===== src/rtl/crc_fix_pkg.sv =====
package crc_fix_pkg;

    typedef enum logic [1:0] {
        ST_IDLE,
        ST_SCAN,
        ST_JUDGE,
        ST_HUNT
    } fix_state_e;

    function automatic int frame_bit_count(input int data_bytes, input int crc_w);
        return (data_bytes + crc_w / 8) * 8;
    endfunction

endpackage


===== src/rtl/crc_frame_buf.sv =====
module crc_frame_buf #(
    parameter int FRAME_BYTES = 16,
    parameter int ADDR_W      = 5,
    parameter int IDX_W       = 7
) (
    input  logic              clk,
    input  logic              rst,
    input  logic              wr_en,
    input  logic [ADDR_W-1:0] wr_addr,
    input  logic [7:0]        wr_data,
    input  logic              lock,
    input  logic [ADDR_W-1:0] rd_addr,
    output logic [7:0]        rd_data,
    input  logic [IDX_W-1:0]  bit_idx,
    output logic              bit_val,
    input  logic              flip_en,
    input  logic [IDX_W-1:0]  flip_idx
);
    localparam int BYTE_AW = IDX_W - 3;

    logic [FRAME_BYTES-1:0][7:0] mem;
    logic wr_ok, rd_ok;

    assign wr_ok = wr_en && !lock && (wr_addr < ADDR_W'(FRAME_BYTES));
    assign rd_ok = rd_addr < ADDR_W'(FRAME_BYTES);

    always_ff @(posedge clk) begin
        if (rst) begin
            mem <= '0;
        end else begin
            if (wr_ok)
                mem[wr_addr[BYTE_AW-1:0]] <= wr_data;
            if (flip_en)
                mem[flip_idx[IDX_W-1:3]][3'd7 - flip_idx[2:0]] <=
                    ~mem[flip_idx[IDX_W-1:3]][3'd7 - flip_idx[2:0]];
        end
    end

    assign rd_data = rd_ok ? mem[rd_addr[BYTE_AW-1:0]] : 8'h00;
    assign bit_val = mem[bit_idx[IDX_W-1:3]][3'd7 - bit_idx[2:0]];


    locked_hold_chk: assert property (@(posedge clk) disable iff (rst)
        (lock && !flip_en) |=> $stable(mem));

endmodule


===== src/rtl/crc_lfsr_unit.sv =====
module crc_lfsr_unit #(
    parameter int               CRC_W = 8,
    parameter logic [CRC_W-1:0] POLY  = 8'h1D
) (
    input  logic             clk,
    input  logic             rst,
    input  logic             clr,
    input  logic             shift_en,
    input  logic             bit_in,
    input  logic             gen_load,
    input  logic             gen_step,
    output logic [CRC_W-1:0] syn,
    output logic [CRC_W-1:0] gen
);
    // Division register: remainder of the whole received sequence.
    always_ff @(posedge clk) begin
        if (rst || clr)
            syn <= '0;
        else if (shift_en)
            syn <= {syn[CRC_W-2:0], bit_in} ^ (syn[CRC_W-1] ? POLY : '0);
    end

    // Candidate register: x^i mod P for a lone error i bits from the end.
    always_ff @(posedge clk) begin
        if (rst)
            gen <= '0;
        else if (gen_load)
            gen <= CRC_W'(1);
        else if (gen_step)
            gen <= {gen[CRC_W-2:0], 1'b0} ^ (gen[CRC_W-1] ? POLY : '0);
    end


    cand_nonzero_chk: assert property (@(posedge clk) disable iff (rst)
        gen_step |=> (gen != '0));

endmodule


===== src/rtl/crc_fix_ctrl.sv =====
module crc_fix_ctrl
    import crc_fix_pkg::*;
#(
    parameter int FRAME_BITS = 128,
    parameter int IDX_W      = 7,
    parameter int CRC_W      = 8
) (
    input  logic             clk,
    input  logic             rst,
    input  logic             start,
    input  logic             fix_en,
    input  logic [CRC_W-1:0] syn,
    input  logic [CRC_W-1:0] gen,
    output logic             busy,
    output logic             lfsr_clr,
    output logic             shift_en,
    output logic             gen_load,
    output logic             gen_step,
    output logic [IDX_W-1:0] bit_idx,
    output logic             flip_en,
    output logic [IDX_W-1:0] flip_idx,
    output logic             done,
    output logic             corrected,
    output logic             uncorrectable,
    output logic [IDX_W-1:0] err_pos
);
    localparam logic [IDX_W-1:0] LAST_IDX = IDX_W'(FRAME_BITS - 1);

    fix_state_e       state;
    logic [IDX_W-1:0] cnt;
    logic             fix_q;
    logic             hit;

    assign busy     = (state != ST_IDLE);
    assign lfsr_clr = (state == ST_IDLE) && start;
    assign shift_en = (state == ST_SCAN);
    assign bit_idx  = cnt;
    assign hit      = (state == ST_HUNT) && (gen == syn);
    assign gen_load = (state == ST_JUDGE);
    assign gen_step = (state == ST_HUNT) && !hit;
    assign flip_en  = hit;
    assign flip_idx = LAST_IDX - cnt;

    always_ff @(posedge clk) begin
        if (rst) begin
            state         <= ST_IDLE;
            cnt           <= '0;
            fix_q         <= 1'b0;
            done          <= 1'b0;
            corrected     <= 1'b0;
            uncorrectable <= 1'b0;
            err_pos       <= '0;
        end else begin
            done <= 1'b0;
            case (state)
                ST_IDLE: begin
                    if (start) begin
                        fix_q         <= fix_en;
                        cnt           <= '0;
                        corrected     <= 1'b0;
                        uncorrectable <= 1'b0;
                        err_pos       <= '0;
                        state         <= ST_SCAN;
                    end
                end
                ST_SCAN: begin
                    if (cnt == LAST_IDX) begin
                        cnt   <= '0;
                        state <= ST_JUDGE;
                    end else begin
                        cnt <= cnt + 1'b1;
                    end
                end
                ST_JUDGE: begin
                    if (syn == '0) begin
                        done  <= 1'b1;
                        state <= ST_IDLE;
                    end else if (!fix_q) begin
                        uncorrectable <= 1'b1;
                        done          <= 1'b1;
                        state         <= ST_IDLE;
                    end else begin
                        state <= ST_HUNT;
                    end
                end
                ST_HUNT: begin
                    if (hit) begin
                        corrected <= 1'b1;
                        err_pos   <= flip_idx;
                        done      <= 1'b1;
                        state     <= ST_IDLE;
                    end else if (cnt == LAST_IDX) begin
                        uncorrectable <= 1'b1;
                        done          <= 1'b1;
                        state         <= ST_IDLE;
                    end else begin
                        cnt <= cnt + 1'b1;
                    end
                end
                default: state <= ST_IDLE;
            endcase
        end
    end


    done_pulse_chk: assert property (@(posedge clk) disable iff (rst)
        done |=> !done);


    done_idle_chk: assert property (@(posedge clk) disable iff (rst)
        done |-> !busy);


    verdict_excl_chk: assert property (@(posedge clk) disable iff (rst)
        !(corrected && uncorrectable));

endmodule


===== src/rtl/crc_bitfix.sv =====
module crc_bitfix
    import crc_fix_pkg::*;
#(
    parameter int               DATA_BYTES  = 15,
    parameter int               CRC_W       = 8,
    parameter logic [CRC_W-1:0] POLY        = 8'h1D,
    localparam int              FRAME_BYTES = DATA_BYTES + CRC_W / 8,
    localparam int              FRAME_BITS  = frame_bit_count(DATA_BYTES, CRC_W),
    localparam int              IDX_W       = $clog2(FRAME_BITS),
    localparam int              ADDR_W      = $clog2(FRAME_BYTES + 1)
) (
    input  logic              clk,
    input  logic              rst,
    input  logic              wr_en,
    input  logic [ADDR_W-1:0] wr_addr,
    input  logic [7:0]        wr_data,
    input  logic [ADDR_W-1:0] rd_addr,
    output logic [7:0]        rd_data,
    input  logic              start,
    input  logic              fix_en,
    output logic              busy,
    output logic              done,
    output logic              corrected,
    output logic              uncorrectable,
    output logic [IDX_W-1:0]  err_pos
);
    logic             lfsr_clr, shift_en, gen_load, gen_step, flip_en, bit_val;
    logic [IDX_W-1:0] bit_idx, flip_idx;
    logic [CRC_W-1:0] syn, gen;

    crc_frame_buf #(
        .FRAME_BYTES(FRAME_BYTES),
        .ADDR_W     (ADDR_W),
        .IDX_W      (IDX_W)
    ) u_buf (
        .clk     (clk),
        .rst     (rst),
        .wr_en   (wr_en),
        .wr_addr (wr_addr),
        .wr_data (wr_data),
        .lock    (busy),
        .rd_addr (rd_addr),
        .rd_data (rd_data),
        .bit_idx (bit_idx),
        .bit_val (bit_val),
        .flip_en (flip_en),
        .flip_idx(flip_idx)
    );

    crc_lfsr_unit #(
        .CRC_W(CRC_W),
        .POLY (POLY)
    ) u_lfsr (
        .clk     (clk),
        .rst     (rst),
        .clr     (lfsr_clr),
        .shift_en(shift_en),
        .bit_in  (bit_val),
        .gen_load(gen_load),
        .gen_step(gen_step),
        .syn     (syn),
        .gen     (gen)
    );

    crc_fix_ctrl #(
        .FRAME_BITS(FRAME_BITS),
        .IDX_W     (IDX_W),
        .CRC_W     (CRC_W)
    ) u_ctrl (
        .clk          (clk),
        .rst          (rst),
        .start        (start),
        .fix_en       (fix_en),
        .syn          (syn),
        .gen          (gen),
        .busy         (busy),
        .lfsr_clr     (lfsr_clr),
        .shift_en     (shift_en),
        .gen_load     (gen_load),
        .gen_step     (gen_step),
        .bit_idx      (bit_idx),
        .flip_en      (flip_en),
        .flip_idx     (flip_idx),
        .done         (done),
        .corrected    (corrected),
        .uncorrectable(uncorrectable),
        .err_pos      (err_pos)
    );


    clean_zero_syn_chk: assert property (@(posedge clk) disable iff (rst)
        (done && !corrected && !uncorrectable) |-> (syn == '0));


    fix_match_chk: assert property (@(posedge clk) disable iff (rst)
        (done && corrected) |-> (gen == syn));

endmodule


===== config.mk =====
export PLATFORM = sky130hd
export DESIGN_NAME = crc_bitfix
export DESIGN_NICKNAME = d
export VERILOG_FILES = /design/src/rtl/crc_fix_pkg.sv /design/src/rtl/crc_frame_buf.sv /design/src/rtl/crc_lfsr_unit.sv /design/src/rtl/crc_fix_ctrl.sv /design/src/rtl/crc_bitfix.sv
export SDC_FILE = /design/constraint.sdc
export NUM_CORES = 1
export LEC_CHECK = 0
export CELL_PAD_IN_SITES_DETAIL_PLACEMENT = 0
export CELL_PAD_IN_SITES_GLOBAL_PLACEMENT = 1
export CORE_MARGIN = 2
export CORE_UTILIZATION = 50
export DETAILED_ROUTE_END_ITERATION = 8
export PLACE_DENSITY = 0.88
export SYNTH_ARGS = -nofsm -noshare
export SYNTH_HDL_FRONTEND = slang
export SYNTH_SLANG_ARGS = --single-unit

===== constraint.sdc =====
create_clock -name clk -period 3.3 [get_ports clk]
set_input_delay 0.495 -clock clk [delete_from_list [all_inputs] [get_ports clk]]
set_output_delay 0.495 -clock clk [all_outputs]
set_load 0.01 [all_outputs]

# Word level (Yosys, flattened, before mapping)

Cells that the tools add are included.

Register bits: 164
Input bits: 23
Logic and storage cells: 135

$add $sub $neg: 4
Magnitude comparators: 11
Equal/unequal tests: 14
Multiplexer cells: 53
Bitwise operators: 3
Reduce and logical (&&, ||, !) cells: 24

Operators with widths:

| cell                                                                                 | number |
|---|---|
| 128-bit 2-to-1 mux                                                                   | 3 |
| 128-bit bitwise mux                                                                  | 2 |
| 8-bit binary-select mux with 4-bit select                                            | 3 |
| 8-bit demux with 4-bit select                                                        | 2 |
| 8-bit 2-to-1 mux                                                                     | 6 |
| 7-bit 2-to-1 mux                                                                     | 5 |
| 7-bit case mux with 3 select lines                                                   | 1 |
| 4-bit by 5-bit less-than comparator with 1-bit output (second input constant)        | 4 |
| 1-bit 2-to-1 mux                                                                     | 15 |
| 7-bit case mux with 2 select lines                                                   | 1 |
| 2-bit 2-to-1 mux                                                                     | 6 |
| 2-bit inequality test (second input constant)                                        | 6 |
| 5-bit less-than comparator (second input constant)                                   | 2 |
| 5-bit 2-to-1 mux                                                                     | 2 |
| 8-bit equality test                                                                  | 1 |
| 4-bit by 1-bit greater-or-equal comparator with 1-bit output (second input constant) | 2 |
| 1-bit logical AND                                                                    | 8 |
| 8-bit logical NOT                                                                    | 1 |
| 3-bit by 4-bit less-than comparator with 1-bit output (second input constant)        | 2 |
| 2-bit case mux with 4 select lines                                                   | 1 |
| 8-bit by 5-bit bitwise XOR with 8-bit output                                         | 1 |
| 8-bit bitwise XOR                                                                    | 1 |
| 7-bit by 1-bit adder with 7-bit output (second input constant)                       | 1 |
| 7-bit equality test (second input constant)                                          | 1 |
| 22 further kinds                                                                     | 32 |

# Logic depth before layout (Yosys ltp)

Depth after elaboration: 10
Depth in mapped cells: 11
Depth with buffers taken out: 9

# Cells and area by module

A second synthesis with hierarchy kept.

Cell total of the unflattened synthesis: 1141
Area total of the unflattened synthesis: 11817.6 um^2

Modules (own cells, without submodules):

| module        | instances | cells each | area each (um^2) | seq. area each (um^2) |
|---|---|---|---|---|
| crc_frame_buf | 1         | 936        | 9949.5           | 2562.5 |
| crc_fix_ctrl  | 1         | 141        | 1178.6           | 400.4 |
| crc_lfsr_unit | 1         | 64         | 689.4            | 320.3 |

# Least setup slack after synthesis

OpenSTA, ideal clock, no wires.

Path kind: input -> output
From: input port rd_addr[0]
To: output port rd_data[1]
Arrival: 2.425 ns
Required time: 2.805 ns
Path slack: 0.380 ns
Stages: 5
Buffers on the path: 2
Cell sequence: clkbuf_1 -> buf_1 -> mux4_2 -> mux4_2 -> nor2b_1

Word-level cells in the longest chain between the ends: 3

Ends and longest elaborated chain:

| element                                   | line                | text |
|---|---|---|
| from (decl)                               | crc_bitfix.sv:17    | `input logic [ADDR_W-1:0] rd_addr,` |
| 8-bit binary-select mux with 4-bit select | crc_frame_buf.sv:39 | `assign rd_data = rd_ok ? mem[rd_addr[BYTE_AW-1:0]] : 8'h00;` |
| 8-bit 2-to-1 mux (implied by the code)    | crc_frame_buf.sv:39 |  |
| 8-bit 2-to-1 mux (*)                      | crc_frame_buf.sv:39 |  |
| to (decl)                                 | crc_bitfix.sv:18    | `output logic [7:0] rd_data,` |

Mark *: on every way between the ends. The rest lies on a longest branch, timed or not. The select of a mux whose other input is x is not followed.

# Worst setup path in the final report

From: input port rd_addr[0]
To: output port rd_data[3]

The elaborated chain is that of the path after synthesis.

==> metrics.csv <==
metric,value,unit
endpoint_kind,output pin,
cts-root-buf,clkbuf_16,
synthCells,1099,
grt_pass1_vias,9940,
synth_edf_count,0,
max-clock-path-buffers,2,
irDropWorstVdd,0.000431,V
syn_nets,1129,
cap_violations,0,
synth_top_area_cell,dfxtp_1,
cts_buffers,17,
grt-ovfl-total,0,
cpMaxStageDelayCell,mux4_2,
crit_chain,"buf_2, buf_12, mux4_2, mux4_2, nor2b_1, clkdlybuf4s50_1",
grt_use_met2,47.7,%
grt_max_degree,142,
placed_cell_area,12400,sq um
arrival,2650,ps
synth_commonest_cells,"dfxtp_1 (164), mux4_2 (102), a221oi_1 (87)",
clock_skew,15.2,ps
clk_pin_slew_worst_paths,80,ps
leakagePower,4.23,nW
die_w,156,um
num_io_pins,42,
num_rows,55,
place_inst,1358,
path_buf_inv,3,
vias,10500,
synth-simple-area-share,13.6,%
num-fill-cells,1883,
synth_warnings,0,
routed_via_density,7.57,
min_path_cells,3,
place_congestion,0.966,
final_util,57.2,%
synthTopCellsByArea,"dfxtp_1 (28%), mux4_2 (20%), a221oi_1 (6.6%)",
drt-pass1-iter-count,6,
wire_per_inst,26.5,um
clkPwrFrac,34.6,%
reg2reg_depth,8,
antenna_found_initial,1,
first_iter_violations,1458,
synth_top_family_by_area,multiplexers,
synth_compound_area_share,23.6,%
synthAdderAreaFrac,0.754,%
cp.depth,6,
drcViolationCount,0,
avgSynthCellArea,10.6,sq um
cpMostUsedCell,mux4_2,
fin_area,13000,sq um
track_usage,30.4,%
yosysSeqAreaShare,28.3,%
cp_top_family,multiplexers,
ctsHoldBuffers,0,
cpPeakStageDelay,560,ps
p_sw,2.14,mW
max_freq,318,MHz
timing_worst_setup_path_type,in -> out,
grt_use_met3,6.65,%
die-area,24500,sq um
status,completed,
fin_cells,1393,
nets,1124,
port-buffer-count,41,
cp_max_fo,31,
synth-xor-area-share,1.28,%
p_int,3.55,mW
finalSetupViolCount,0,
die_h,156,um
pwr-share-seq,37.9,%
swShare,37.6,%
grt_pass1_wl,57800,um
synth.top_cell.area_share,28.3,%
synthFlopType,dfxtp_1,
tightest_slew,921,ps
synth-seq-cells,164,
cts_max_level,4,
hp-class,in -> reg,
hold_viol,0,
total_power,5.68,mW
timing.setup.tns,0,ps
clock_latency,450,ps
use_met1,40.8,%
ant_nets,0,
muxShareOfSynthArea,26.6,%
core-area,22700,sq um
start_util,51.2,%
start_kind,input port,
synth_cell_types,60,
slew_viol_final,0,
cts_tree,built,
combPwrFrac,27.6,%
drive_gt1_share,29.2,%
place_hpwl,25400,um
drt_wl_total,36900,um
area_growth,11.8,%
postSynth.asyncResetShare,0,%
finalCritPeriodShare,95.2,%
grt_busiest_layer,met2,
clkSinkCount,164,
post-synth-top-count-cell,dfxtp_1,
maxSlewHeadroom,38.6,%
critPathRequiredTime,2800,ps
synth_area,11600,sq um
powerDensity,437,nW/um^2
grt_setup_unrepaired,no,
layout_min_cycle_time,3140,ps
-- cells by family (layout without fill, tap and decap cells) --
kind of cell | Yosys count | count (layout)
adder cells (fa/ha/maj) | 7 | 7
multiplexers | 176 | 176
AO/OA/AOI/OAI | 319 | 319
XOR/XNOR | 17 | 17
AND/OR/NAND/NOR | 271 | 271
flip-flops | 164 | 164
buffers and inverters | 145 | 153
other | 0 | 1
-- stage by stage --
stage	setup WS, ps	hold slack [ps]
finish	157	441
global route	65.0	450
CTS	44.5	444
detailed placement	44.3	445
global placement	90.9	441
floorplan	380	453
-- routing by layer --
layer,share of wire [%],up-vias
li1,-,4458
met1,38,5138
met2,46,804
met3,11,141
met4,4.1,2
met5,0.076,-
-- power by group through the flow --
stage	Clock, mW	Sequential, mW	Combinational, mW
after global routing	2.06	2.16	1.68
after CTS	1.98	2.15	1.54
after global placement	0	2.19	1.52
after detailed placement	0	2.19	1.53
final	1.97	2.15	1.57
after floorplan	0	2.14	1.14
-- final cells by class --
type                    instances  area [sq um]  area share [%]
inverters                      12          45.0           0.347
well taps                     285           357            2.74
clock buffers                  17           425            3.27
flip-flops and latches        164          3290            25.3
repair buffers                109          1020            7.86
diodes                          1          2.50          0.0193
multi-input cells             790          7710            59.3
clock inverters                15           144            1.11
-- cells in the final DEF (no fill, tap or decap), types with 5 or more instances in the layout --
cell / instances
inv_1: 12
nor4_1: 9
ha_1: 7
nand3_1: 11
mux2_2: 42
buf_4: 61
nand2_1: 32
mux4_2: 102
and3_1: 28
xor2_1: 9
a311oi_2: 40
nor3_2: 6
a221oi_1: 87
xnor2_1: 8
o21ai_0: 6
a211oi_1: 24
clkdlybuf4s50_1: 38
o211ai_1: 5
a22oi_1: 9
nor2b_1: 75
or3_1: 5
nor2_1: 59
mux2i_1: 32
dfxtp_1: 161
buf_12: 7
clkbuf_16: 18
nand3b_1: 5
a311oi_1: 67
a21oi_1: 63
-- worst reg2reg max path: cells and delay by family (launching register included) --
family                 cells  cell delay, ps
buffers and inverters      2             560
AOI/OAI and AO/OA          1             420
muxes                      3            1180
DFF                        1             640
and+or+nand+nor            2             190
-- timing repair --
item | 4_1_cts | 5_1_grt
hold endpoints to repair | 0 | 0
gates resized for setup | 0 | 1
buffers inserted | 0 | 1
setup endpoints to repair | 0 | 11
-- registers in the layout (all words and copies together) (netlist names), 2 cells and up --
signal,flops
u_buf.mem,128
u_ctrl.bit_idx,7
u_ctrl.err_pos,7
u_ctrl.state,2
u_lfsr.gen,8
u_lfsr.syn,8
-- worst paths after layout --
kind	start	endpoint	slack, ps
min reg2reg	u_ctrl.corrected	u_ctrl.corrected	450
max reg2reg	u_ctrl.bit_idx[4]	u_buf.mem[7]	270
max	rd_addr[0]	rd_data[3]	160
min	rst	u_ctrl.state[0]	440
Power figures use the tool's default switching activity.
